===== config.mk =====
export PLATFORM = sky130hd
export DESIGN_NAME = pctl_access_gate
export DESIGN_NICKNAME = d
export VERILOG_FILES = /design/src/rtl/pctl_pkg.sv /design/src/rtl/pctl_enc_match.sv /design/src/rtl/pctl_upper_trap.sv /design/src/rtl/pctl_decide.sv /design/src/rtl/pctl_access_gate.sv
export SDC_FILE = /design/constraint.sdc
export NUM_CORES = 1
export LEC_CHECK = 0
export ABC_AREA = 1
export BUFFER_PORTS_ARGS = -buffer_cell sky130_fd_sc_hd__buf_2
export CELL_PAD_IN_SITES_DETAIL_PLACEMENT = 1
export CELL_PAD_IN_SITES_GLOBAL_PLACEMENT = 1
export CORE_MARGIN = 2
export CORE_UTILIZATION = 24
export DETAILED_ROUTE_END_ITERATION = 12
export PLACE_DENSITY_LB_ADDON = 0.1
export SLEW_MARGIN = 20
export SYNTH_ARGS = -nofsm -noshare
export SYNTH_HDL_FRONTEND = slang
export SYNTH_SLANG_ARGS = --single-unit

===== constraint.sdc =====
create_clock -name clk -period 0.8 [get_ports clk]
set_clock_uncertainty 0.05 [all_clocks]
set_input_delay 0.16 -clock clk [delete_from_list [all_inputs] [get_ports clk]]
set_output_delay 0.16 -clock clk [all_outputs]
set_load 0.01 [all_outputs]

===== src/rtl/pctl_pkg.sv =====
package pctl_pkg;
    localparam int OC_W  = 5;
    localparam int SYN_W = 6;
    localparam int OFS_W = 12;
    localparam int LVL_W = 2;

    localparam int OC_PERFORM  = 0;
    localparam int OC_UNDEF    = 1;
    localparam int OC_TRAP_L2  = 2;
    localparam int OC_TRAP_L3  = 3;
    localparam int OC_REDIRECT = 4;

    typedef struct packed {
        logic             vld;
        logic [OC_W-1:0]  oc;
        logic [SYN_W-1:0] syn;
        logic [OFS_W-1:0] ofs;
    } gate_res_t;
endpackage


===== src/rtl/pctl_enc_match.sv =====
module pctl_enc_match #(
    parameter logic [1:0] ENC_OP0 = 2'b11,
    parameter logic [2:0] ENC_OP1 = 3'b100,
    parameter logic [3:0] ENC_CRN = 4'b1010,
    parameter logic [3:0] ENC_CRM = 4'b0100,
    parameter logic [2:0] ENC_OP2 = 3'b000
) (
    input  logic [1:0] op0,
    input  logic [2:0] op1,
    input  logic [3:0] crn,
    input  logic [3:0] crm,
    input  logic [2:0] op2,
    output logic       hit
);
    logic [4:0] fld_eq;

    always_comb begin
        fld_eq[0] = (op0 == ENC_OP0);
        fld_eq[1] = (op1 == ENC_OP1);
        fld_eq[2] = (crn == ENC_CRN);
        fld_eq[3] = (crm == ENC_CRM);
        fld_eq[4] = (op2 == ENC_OP2);
        hit       = &fld_eq;
    end
endmodule


===== src/rtl/pctl_upper_trap.sv =====
module pctl_upper_trap (
    input  logic lvl3_present,
    input  logic lvl3_trap_lower,
    input  logic dbg_halted,
    input  logic dbg_secure_off,
    output logic take_l3,
    output logic halt_undef
);
    logic want_l3;
    logic halt_block;

    always_comb begin
        want_l3    = lvl3_present && lvl3_trap_lower;
        halt_block = dbg_halted && dbg_secure_off;
        take_l3    = want_l3 && !halt_block;
        halt_undef = want_l3 && halt_block;
    end


    always_comb begin
        halt_excl_chk: assert (!(take_l3 && halt_undef));
    end
endmodule


===== src/rtl/pctl_decide.sv =====
module pctl_decide
    import pctl_pkg::*;
(
    input  logic [LVL_W-1:0] level,
    input  logic             reg_present,
    input  logic             hyp_enabled,
    input  logic             nest_base,
    input  logic             nest_mem,
    input  logic             take_l3,
    input  logic             halt_undef,
    output logic [OC_W-1:0]  oc
);
    // upper-level verdict shared by the level-1 trap path and the level-2 path
    function automatic logic [OC_W-1:0] upper_pick(input logic t3, input logic hu,
                                                   input int fallback);
        logic [OC_W-1:0] r;
        r = '0;
        if (hu)      r[OC_UNDEF]   = 1'b1;
        else if (t3) r[OC_TRAP_L3] = 1'b1;
        else         r[fallback]   = 1'b1;
        return r;
    endfunction

    always_comb begin
        oc = '0;
        if (!reg_present) begin
            oc[OC_UNDEF] = 1'b1;
        end else begin
            case (level)
                2'd0: oc[OC_UNDEF] = 1'b1;
                2'd1: begin
                    if (hyp_enabled && nest_base && nest_mem)
                        oc[OC_REDIRECT] = 1'b1;
                    else if (hyp_enabled && nest_base)
                        oc = upper_pick(take_l3, halt_undef, OC_TRAP_L2);
                    else
                        oc[OC_UNDEF] = 1'b1;
                end
                2'd2:    oc = upper_pick(take_l3, halt_undef, OC_PERFORM);
                default: oc[OC_PERFORM] = 1'b1;
            endcase
        end
    end


    always_comb begin
        decide_onehot_chk: assert ($onehot(oc));
    end
endmodule


===== src/rtl/pctl_access_gate.sv =====
module pctl_access_gate
    import pctl_pkg::*;
#(
    parameter logic [SYN_W-1:0] SYN_EC  = 6'h18,
    parameter logic [OFS_W-1:0] MEM_OFS = 12'h930
) (
    input  logic             clk,
    input  logic             rst_n,
    input  logic             acc_valid,
    input  logic [1:0]       acc_op0,
    input  logic [2:0]       acc_op1,
    input  logic [3:0]       acc_crn,
    input  logic [3:0]       acc_crm,
    input  logic [2:0]       acc_op2,
    input  logic [LVL_W-1:0] cur_level,
    input  logic             hyp_enabled,
    input  logic             nest_base,
    input  logic             nest_mem,
    input  logic             lvl3_present,
    input  logic             lvl3_trap_lower,
    input  logic             dbg_halted,
    input  logic             dbg_secure_off,
    input  logic             feat_present,
    input  logic             ctrl_cap_present,
    output logic             out_valid,
    output logic [OC_W-1:0]  outcome,
    output logic [SYN_W-1:0] syn_class,
    output logic [OFS_W-1:0] mem_offset
);
    logic            enc_hit;
    logic            take_l3;
    logic            halt_undef;
    logic [OC_W-1:0] oc_raw;
    gate_res_t       res_d, res_q;

    pctl_enc_match i_match (
        .op0 (acc_op0), .op1 (acc_op1), .crn (acc_crn),
        .crm (acc_crm), .op2 (acc_op2), .hit (enc_hit)
    );

    pctl_upper_trap i_upper (
        .lvl3_present    (lvl3_present),
        .lvl3_trap_lower (lvl3_trap_lower),
        .dbg_halted      (dbg_halted),
        .dbg_secure_off  (dbg_secure_off),
        .take_l3         (take_l3),
        .halt_undef      (halt_undef)
    );

    pctl_decide i_decide (
        .level       (cur_level),
        .reg_present (feat_present && ctrl_cap_present),
        .hyp_enabled (hyp_enabled),
        .nest_base   (nest_base),
        .nest_mem    (nest_mem),
        .take_l3     (take_l3),
        .halt_undef  (halt_undef),
        .oc          (oc_raw)
    );

    always_comb begin
        res_d     = '0;
        res_d.vld = acc_valid && enc_hit;
        if (res_d.vld) begin
            res_d.oc = oc_raw;
            if (oc_raw[OC_TRAP_L2] || oc_raw[OC_TRAP_L3]) res_d.syn = SYN_EC;
            if (oc_raw[OC_REDIRECT])                      res_d.ofs = MEM_OFS;
        end
    end

    always_ff @(posedge clk or negedge rst_n) begin
        if (!rst_n) res_q <= '0;
        else        res_q <= res_d;
    end

    assign out_valid  = res_q.vld;
    assign outcome    = res_q.oc;
    assign syn_class  = res_q.syn;
    assign mem_offset = res_q.ofs;


    no_verdict_idle_chk: assert property (@(posedge clk) disable iff (!rst_n)
        !out_valid |-> (outcome == '0 && syn_class == '0 && mem_offset == '0));

    no_req_no_verdict_chk: assert property (@(posedge clk) disable iff (!rst_n)
        !$past(acc_valid) |-> !out_valid);

    onehot_outcome_chk: assert property (@(posedge clk) disable iff (!rst_n)
        out_valid |-> $onehot(outcome));

    syn_on_trap_chk: assert property (@(posedge clk) disable iff (!rst_n)
        out_valid |-> ((outcome[OC_TRAP_L2] || outcome[OC_TRAP_L3]) == (syn_class == SYN_EC)));

    offset_on_redirect_chk: assert property (@(posedge clk) disable iff (!rst_n)
        out_valid |-> (outcome[OC_REDIRECT] == (mem_offset == MEM_OFS)));

    lvl0_undef_chk: assert property (@(posedge clk) disable iff (!rst_n)
        (out_valid && $past(cur_level) == 2'd0) |-> outcome[OC_UNDEF]);

    absent_undef_chk: assert property (@(posedge clk) disable iff (!rst_n)
        (out_valid && !$past(feat_present && ctrl_cap_present)) |-> outcome[OC_UNDEF]);

    lvl3_perform_chk: assert property (@(posedge clk) disable iff (!rst_n)
        (out_valid && $past(cur_level) == 2'd3 && $past(feat_present && ctrl_cap_present))
        |-> outcome[OC_PERFORM]);

    halt_no_l3_chk: assert property (@(posedge clk) disable iff (!rst_n)
        (out_valid && $past(dbg_halted && dbg_secure_off)) |-> !outcome[OC_TRAP_L3]);
endmodule


After elaboration in Yosys (flattened, before gate mapping). Cells that the tools add are included.

Output and inout bits: 24. Flip-flop bits (word level): 24.

Eq/ne operators: 6. Reduce and logical (&&, ||, !) cells: 13. Muxes and demuxes: 19.

Operator list (count): 2-to-1 mux 23 bit (1); 2-to-1 mux 12 bit (1); 2-to-1 mux 1 bit (9); logical AND 1 bit (8); one-hot mux 1 bit (3 select lines) (2); one-hot mux 3 bit (2 select lines) (1); 2-to-1 mux 5 bit (1); AND reduction 5 bit (1); equality test 2 bit (second input constant) (2); equality test 4 x 3 -> 1 bit (second input constant) (1); equality test 4 bit (second input constant) (1); 2-to-1 mux 2 bit (2); 2-to-1 mux 4 bit (1); equality test 3 bit (second input constant) (1); zero test 3 bit (1); 2-to-1 mux 3 bit (1); equality test 2 x 1 -> 1 bit (second input constant) (1); zero test 2 bit (1); zero test 1 bit (1); logical OR 1 bit (1).

Longest topological paths before layout. Gate-level depths: netlist of the first run.

Word-level depth: 12. Depth in mapped cells: 9.

Cells and area by module. Synthesis of the first run repeated with hierarchy kept, for this count alone.

Cell total of the unflattened synthesis: 100. Area, all modules: 650.6 um^2.

Modules (own cells, without submodules): pctl_access_gate (cells each 41, area an instance 371.6 um^2, instances 1); pctl_decide (cells each 29, area an instance 163.9 um^2, instances 1); pctl_enc_match (cells each 25, area an instance 93.8 um^2, instances 1); pctl_upper_trap (cells each 5, area an instance 21.3 um^2, instances 1).

Worst setup path before layout of the first run. OpenSTA, ideal clock, no wires.

Path type: input to register. Start point: input cur_level[0]. End point: register res_q, in the netlist syn_class[3]. Path buffers: 0. Slack: -79 ps. Cell stages on the path: 6. Data required time: 684 ps. Data arrival time: 763 ps. Path through: inv_1 ha_1 nand2_1 nor2_1 nand4_1 nand2_1.

RTL lines: start: declaration (RTL line pctl_access_gate.sv:15) `input logic [LVL_W-1:0] cur_level,`; end signal: assignment (RTL line pctl_access_gate.sv:73) `else res_q <= res_d;`; end: declaration (RTL line pctl_access_gate.sv:34) `gate_res_t res_d, res_q;`.

==> results of run 1 <==
per-layer routing:
metal  part of all wire [%]  wire length (microns)  global-route usage [%]  vias up
met4                   0.47                      7                   5.226        0
met3                    8.2                    123                   1.395        2
met2                     58                    867                   15.65       29
li1                       -                      -                       -      323
met5                      0                      0                       0        -
met1                     33                    495                   10.35      283
flip-flops by register name, indices dropped and copies added (netlist names):
name and count:
mem_offset 1, out_valid 1, outcome 4, syn_class 1
kinds of logic after synthesis:
kind of cell / Yosys count
and+or+nand+nor: 37
buffers and inverters: 35
DFF: 7
AOI/OAI and AO/OA: 5
adders and majority gates: 4
other: 1
repair_timing:
item / CTS / global route
setup endpoints to repair: 13 / 19
endpoints found under the hold margin: 7 / 0
gates resized for setup: 2 / 35
hold buffers: 1 / 0
cloned: 0 / 0
pin swaps: 1 / 13
buffers inserted: 0 / 0
synth_stat cells:
master | number | share of area (%)
buf_4 | 17 | 20
nand2_1 | 17 | 9.9
inv_1 | 15 | 8.8
dfrtp_1 | 7 | 27
nor2_1 | 6 | 3.5
ha_1 | 4 | 7.8
inv_2 | 3 | 1.8
nand2_2 | 3 | 2.9
nand3_1 | 3 | 2.3
a21oi_1 | 2 | 1.6
nand4_1 | 2 | 1.9
nor2_2 | 2 | 1.9
nor2_4 | 2 | 3.5
o21ai_0 | 2 | 1.6
conb_1 | 1 | 0.58
nand3_4 | 1 | 2.7
nand3b_1 | 1 | 1.2
o21ai_1 | 1 | 0.78
cell type report:
type	instances	area share (%)
Multi-Input combinational cell	58	37.72
Tap cell	30	3.593
Sequential cell	7	16.77
Inverter	18	9.102
Timing Repair Buffer	46	30.30
Clock buffer	4	2.515
report_power, final:
part	internal, mW	switching (mW)	total [mW]	leakage (nW)
Sequential	0.355	0.000000332	0.355	0.0979
Combinational	0.152	0.154	0.307	0.492
Clock	0.190	0.121	0.311	0.0150
Total	0.697	0.275	0.972	0.605
how the worst min path moves through the flow:
stage | cells past startpoint | endpoint | slack (ns) | from
3_5_place_dp | 1 | syn_class[3] | -0.05 | rst_n
3_3_place_gp | 1 | out_valid | -0.05 | rst_n
2_1_floorplan | 0 | mem_offset[8] | -0.19 | rst_n
4_1_cts | 2 | out_valid | 0.21 | rst_n
5_1_grt | 2 | out_valid | 0.23 | rst_n
6_report | 2 | out_valid | 0.22 | rst_n
==> reports/results.ini, run 1 <==
[global_routing]
grt_pass1_wl_mm = 2.277
overflow = 0
grt_pass1_vias = 621
grt.total_usage_pct = 9.003
antenna_found_initial = 0
grt_max_degree = 8

[floorplanning]
io_pins = 54
rows = 18
die_area_sq_um = 3104
die_h_microns = 55.72
core-area_sq_um = 2500
start_util_pct = 25.68
die_w_microns = 55.72

[timing]
hold_violations = 0
setup_viol = 12
fin_ws_ns = -0.2050
slew_viol_final = 0
finalCriticalPeriod_ns = 1.005
fmaxAchievable_mhz = 995.0
setup-tns-final_ns = -2.027
hold_slack_ns = 0.2156
rsz0062_at_grt = true
finalCritPeriodShare_pct = 125.6

[drt]
drc = 0
routed_wl_mm = 1.495
drt_first_pass_iters = 3
ant_nets = 0
wire_per_inst_microns = 9.172
vias_per_cell = 3.908
vias = 637
drt_iter0_drc = 4

[cts]
clk_pin_slew_ns = 0.05
cts_tree = built
cts_buffers = 3
cts_buffer_depth = 2
root_buffer = clkbuf_4
cts_num_sinks = 7
cts_htree_levels = 1

[layout]
post-route-util_pct = 41.79
stdcell_count = 163
fillCellCount = 320
area_delta_synth_final_pct = 62.77
final_cell_area_sq_um = 1045
multi_input_area_sq_um = 394.1
drive_above_1_share_pct = 60.15
fin_nets = 168
layout_commonest_cell = buf_2
regArea_sq_um = 175.2
antenna_cells = 0
final_cell_mix = buf_2, nand2_1, conb_1

[status]
violations = setup timing
status = complete, but fails checks

[critical_path]
arrival_ns = 0.79
crit_type = reg2out
end_kind = output port
critPathCapture = mem_offset[11]
critPathBufInv = 1
worst_path_dominant_cell_family = flip-flops
path_max_fanout = 5
cp_slowest_cell = dfrtp_1
path_cells = buf_2
cpPeakStageDelay_ns = 0.40
cp.required_ns = 0.59
crit_cells = 1
cp-startpoint = mem_offset[8]
critPathLaunchType = register

[placed_design]
dpl.hpwl_mm = 1.233
gp_congestion = 0.6596
dp.cells = 158
dpl_cell_area_sq_um = 875.8
port_buffers = 41
place_ws_ns = -0.2616

[logic_synthesis]
post_synth_fa_ha_maj_area_fraction_pct = 7.797
yosysSeqAreaShare_pct = 27.29
synth_area_sq_um = 641.9
synth_top_family_by_area = buffers and inverters
synthSimpleGateAreaFrac_pct = 30.02
syn_area_per_cell_sq_um = 7.212
ys_seq_elements = 7
synth_mux_area_share_pct = 0
synthCells = 89
synth_xor_area_share_pct = 0
netlist-cell-type-count = 18
synth_warnings = 0
synth_compound_area_share_pct = 3.899

[power_and_ir_drop]
power_mw = 0.9719
ir_worst_vdd_v = 0.0004842
leakage_nw = 0.6048
power_density_nw_per_um2 = 930.2

[run]
cap_violations = 0

[worst_hold_path]
hold_class = in2async

Note: power is estimated with default switching activity, not from simulation.
==> run 2: changes to the inputs <==
ABC_AREA = unset   (was 1)
CORE_MARGIN = 4   (was 2)
==> run 2 against run 1 <==
The flow still finishes with violations (setup timing). Flip-flop and latch count unchanged. Utilization rose by 3.1 points. Via count decreased by 5.3%. Critical path depth did not move. Fmax rose by 1.6%. Wire length increased by 12%. Count of clock-buffer cells in the layout unchanged. Synthesized cell count is 29% lower. Total power down 3.2%. Largest cell class unchanged.
==> reports/results.ini, run 2 <==
[logic_synthesis]
ys_seq_elements = 7  ; unchanged
synthTopCellsByArea = dfrtp_1, buf_4, ha_1  ; was dfrtp_1, buf_4, nand2_1
synthSimpleGateAreaFrac_pct = 30.64  ; was 30.02%
yosysSeqAreaShare_pct = 28.99  ; was 27.29%
syn_area_per_cell_sq_um = 9.593  ; was 7.212 sq um
post_synth_fa_ha_maj_area_fraction_pct = 8.282  ; was 7.797%
netlist-cell-type-count = 23  ; was 18
yosys.area.top_type_share_pct = 28.99  ; was 27.29%
synth_area_leader_cell = dfrtp_1  ; unchanged
synthCells = 63  ; was 89
synth_warnings = 0  ; unchanged
synth_common_cells = buf_4, dfrtp_1, nand2_1, nor3_1, ha_1  ; was buf_4, nand2_1, inv_1, dfrtp_1, nor2_1
synth_ff_type = dfrtp_1  ; unchanged
synth_most_common_cell = buf_4
synth_xor_area_share_pct = 0  ; unchanged
synth_compound_area_share_pct = 9.110  ; was 3.899%
synth_area_sq_um = 604.3  ; was 641.9 sq um
synth_edf_count = 0  ; unchanged
synth_mux_area_share_pct = 0  ; unchanged
ys_async_sr_fraction_pct = 100.0  ; unchanged
synth_top_family_by_area = simple AND/OR/NAND/NOR gates  ; was buffers and inverters

[floorplanning]
io_pins = 54  ; unchanged
die_area_sq_um = 3385  ; was 3104 sq um
die_h_microns = 58.18  ; was 55.72 microns
die_w_microns = 58.18  ; was 55.72 microns
start_util_pct = 26.31  ; was 25.68%
rows = 17  ; was 18
core-area_sq_um = 2297  ; was 2500 sq um

[drt]
drt_iter0_drc = 4  ; unchanged
ant_nets = 0  ; unchanged
drt_first_pass_iters = 2  ; was 3
routed_wl_mm = 1.681  ; was 1.495 mm
wire_per_inst_microns = 11.84  ; was 9.172 microns
vias_per_cell = 4.246  ; was 3.908
vias = 603  ; was 637
drc = 0  ; unchanged

[critical_path]
arrival_ns = 0.78  ; was 0.79 ns
end_kind = output port  ; unchanged
path_cells = buf_2  ; unchanged
cp_slowest_cell = dfrtp_1  ; unchanged
critPathBufInv = 1  ; unchanged
cp.required_ns = 0.59  ; about the same
path_max_fanout = 5  ; unchanged
cpPeakStageDelay_ns = 0.39  ; was 0.40 ns
worst_path_dominant_cell_family = flip-flops  ; unchanged
crit_cells = 1  ; unchanged
crit_type = reg2out  ; unchanged
critPathLaunchType = register  ; unchanged

[layout]
antenna_cells = 0  ; unchanged
final_cell_mix = buf_2, conb_1, buf_4  ; was buf_2, nand2_1, conb_1
fin_nets = 149  ; was 168
area_delta_synth_final_pct = 70.81  ; was 62.77%
largest_register_ffs = 4  ; unchanged
drive_above_1_share_pct = 68.42  ; was 60.15%
layout_commonest_cell = buf_2  ; unchanged
fillCellCount = 285  ; was 320

[global_routing]
grt.total_usage_pct = 10.09  ; was 9.003%
overflow = 0  ; unchanged
antenna_found_initial = 0  ; unchanged
grt_pass1_vias = 640  ; was 621
grt_max_degree = 8  ; unchanged
grt_pass1_wl_mm = 2.691  ; was 2.277 mm

[placed_design]
gp_congestion = 0.6679  ; was 0.6596
dpl.hpwl_mm = 1.461  ; was 1.233 mm
port_buffers = 41  ; unchanged

[timing]
setup_viol = 19  ; was 12
fmaxAchievable_mhz = 1011  ; was 995.0 MHz
fin_ws_ns = -0.1895  ; was -0.2050 ns
rsz0062_at_grt = true  ; unchanged
slew_viol_final = 0  ; unchanged
hold_slack_ns = 0.1478  ; was 0.2156 ns
hold_violations = 0  ; unchanged
finalCriticalPeriod_ns = 0.9895  ; was 1.005 ns
finalCritPeriodShare_pct = 123.7  ; was 125.6%

[power_and_ir_drop]
intPower_mw = 0.6880  ; was 0.6966 mW
pwr-share-clk_pct = 32.3  ; was 32.0%
switchingPower_mw = 0.2530  ; was 0.2753 mW
power_density_nw_per_um2 = 911.6  ; was 930.2 nW/um^2
leakage_nw = 0.5257  ; was 0.6048 nW
power_mw = 0.9410  ; was 0.9719 mW
ir_worst_vdd_v = 0.0005937  ; was 0.0004842 V
power_frac_seq_pct = 37.7  ; was 36.5%
pwr-share-comb_pct = 30.0  ; was 31.5%
p_sw_share_pct = 26.88  ; was 28.32%

[cts]
cts_num_sinks = 7  ; unchanged
cts_buffer_depth = 2  ; unchanged
cts_htree_levels = 1  ; unchanged
cts_buffers = 3  ; unchanged
cts_tree = built  ; unchanged
clk_pin_slew_ns = 0.05  ; about the same
root_buffer = clkbuf_4  ; unchanged

[run]
cap_violations = 0  ; unchanged

[worst_hold_path]
hold_class = in2reg  ; was in2async
hold_path_depth = 3

[status]
violations = setup timing  ; unchanged
status = complete, but fails checks  ; unchanged

run 2: cell types whose count changed in the layout (fill, tap and decap cells not counted), sizes merged, moves of 3 or more:
cell,change
nand2,-14
nor3,+5
buf,+7
o21ai,-3
nor2,-8
nand3,-4
inv,-14
run 2: final timing paths:
| check | start | end | slack (ns) |
|---|---|---|---|
| min in group asynchronous | rst_n | outcome[0] | 0.23 |
| max | mem_offset[8] | mem_offset[8] | -0.19 |
| max in group asynchronous | rst_n | mem_offset[8] | 0.32 |
| min | dbg_secure_off | outcome[1] | 0.15 |
run 2: power by group through the flow:
stage          clock, mW  sequential [mW]  combinational (mW)
3_5_place_dp           0            0.361               0.219
5_1_grt            0.337            0.354               0.312
4_1_cts            0.319            0.355               0.251
6_report           0.304            0.355               0.282
2_1_floorplan          0            0.361               0.137
3_3_place_gp           0            0.361               0.213
run 2: final cells by class:
type | instances | area, sq um | area share [%]
Clock buffer | 4 | 26.28 | 2.545
Multi-Input combinational cell | 48 | 436.7 | 42.30
Sequential cell | 7 | 175.2 | 16.97
Tap cell | 28 | 35.03 | 3.394
Inverter | 2 | 20.02 | 1.939
Timing Repair Buffer | 53 | 339.1 | 32.85
run 2: cell families (layout without fill, tap and decap cells):
family                     Yosys count  count (layout)
AOI/OAI and AO/OA                    7               7
other                                1              12
DFF                                  7               7
and+or+nand+nor                     25              25
adders and majority gates            4               4
buffers and inverters               19              59
run 2: worst min-delay path, stage by stage:
cell	delay [ns]
buf_2	0.11
o2111ai_2	0.07
a2111oi_2	0.06
run 2: what timing repair did:
action | in CTS | in global routing
pin swaps | 6 | 7
hold buffers | 1 | 0
gates cloned | 0 | 0
endpoints found under the hold margin | 7 | 0
resized for setup | 16 | 12
endpoints found under the setup margin | 19 | 19
buffers inserted | 0 | 5
run 2: routing by layer:
metal  vias up  global-route usage, %  part of all wire (%)
met3         0                 0.2227                   8.3
met1       278                  10.86                    34
met2        27                  19.84                    58
met4         0                  4.967                     0
li1        298                      -                     -
met5         -                      0                     0
run 2: stage by stage:
stage | setup slack [ns] | TNS (ns) | std cells | instance area (sq um) | util [%]
2_1_floorplan | -0.2755 | -0.8755 | 74 | 675.6 | -
4_1_cts | -0.2086 | -2.922 | 137 | 937.1 | 40.80
5_1_grt | -0.2614 | -3.581 | 142 | 1032 | 44.93
6_report | -0.1895 | -2.791 | 142 | 1032 | 44.93
3_3_place_gp | -0.4933 | -2.847 | 132 | 833.3 | 36.27
3_5_place_dp | -0.5308 | -3.054 | 132 | 833.3 | 36.27
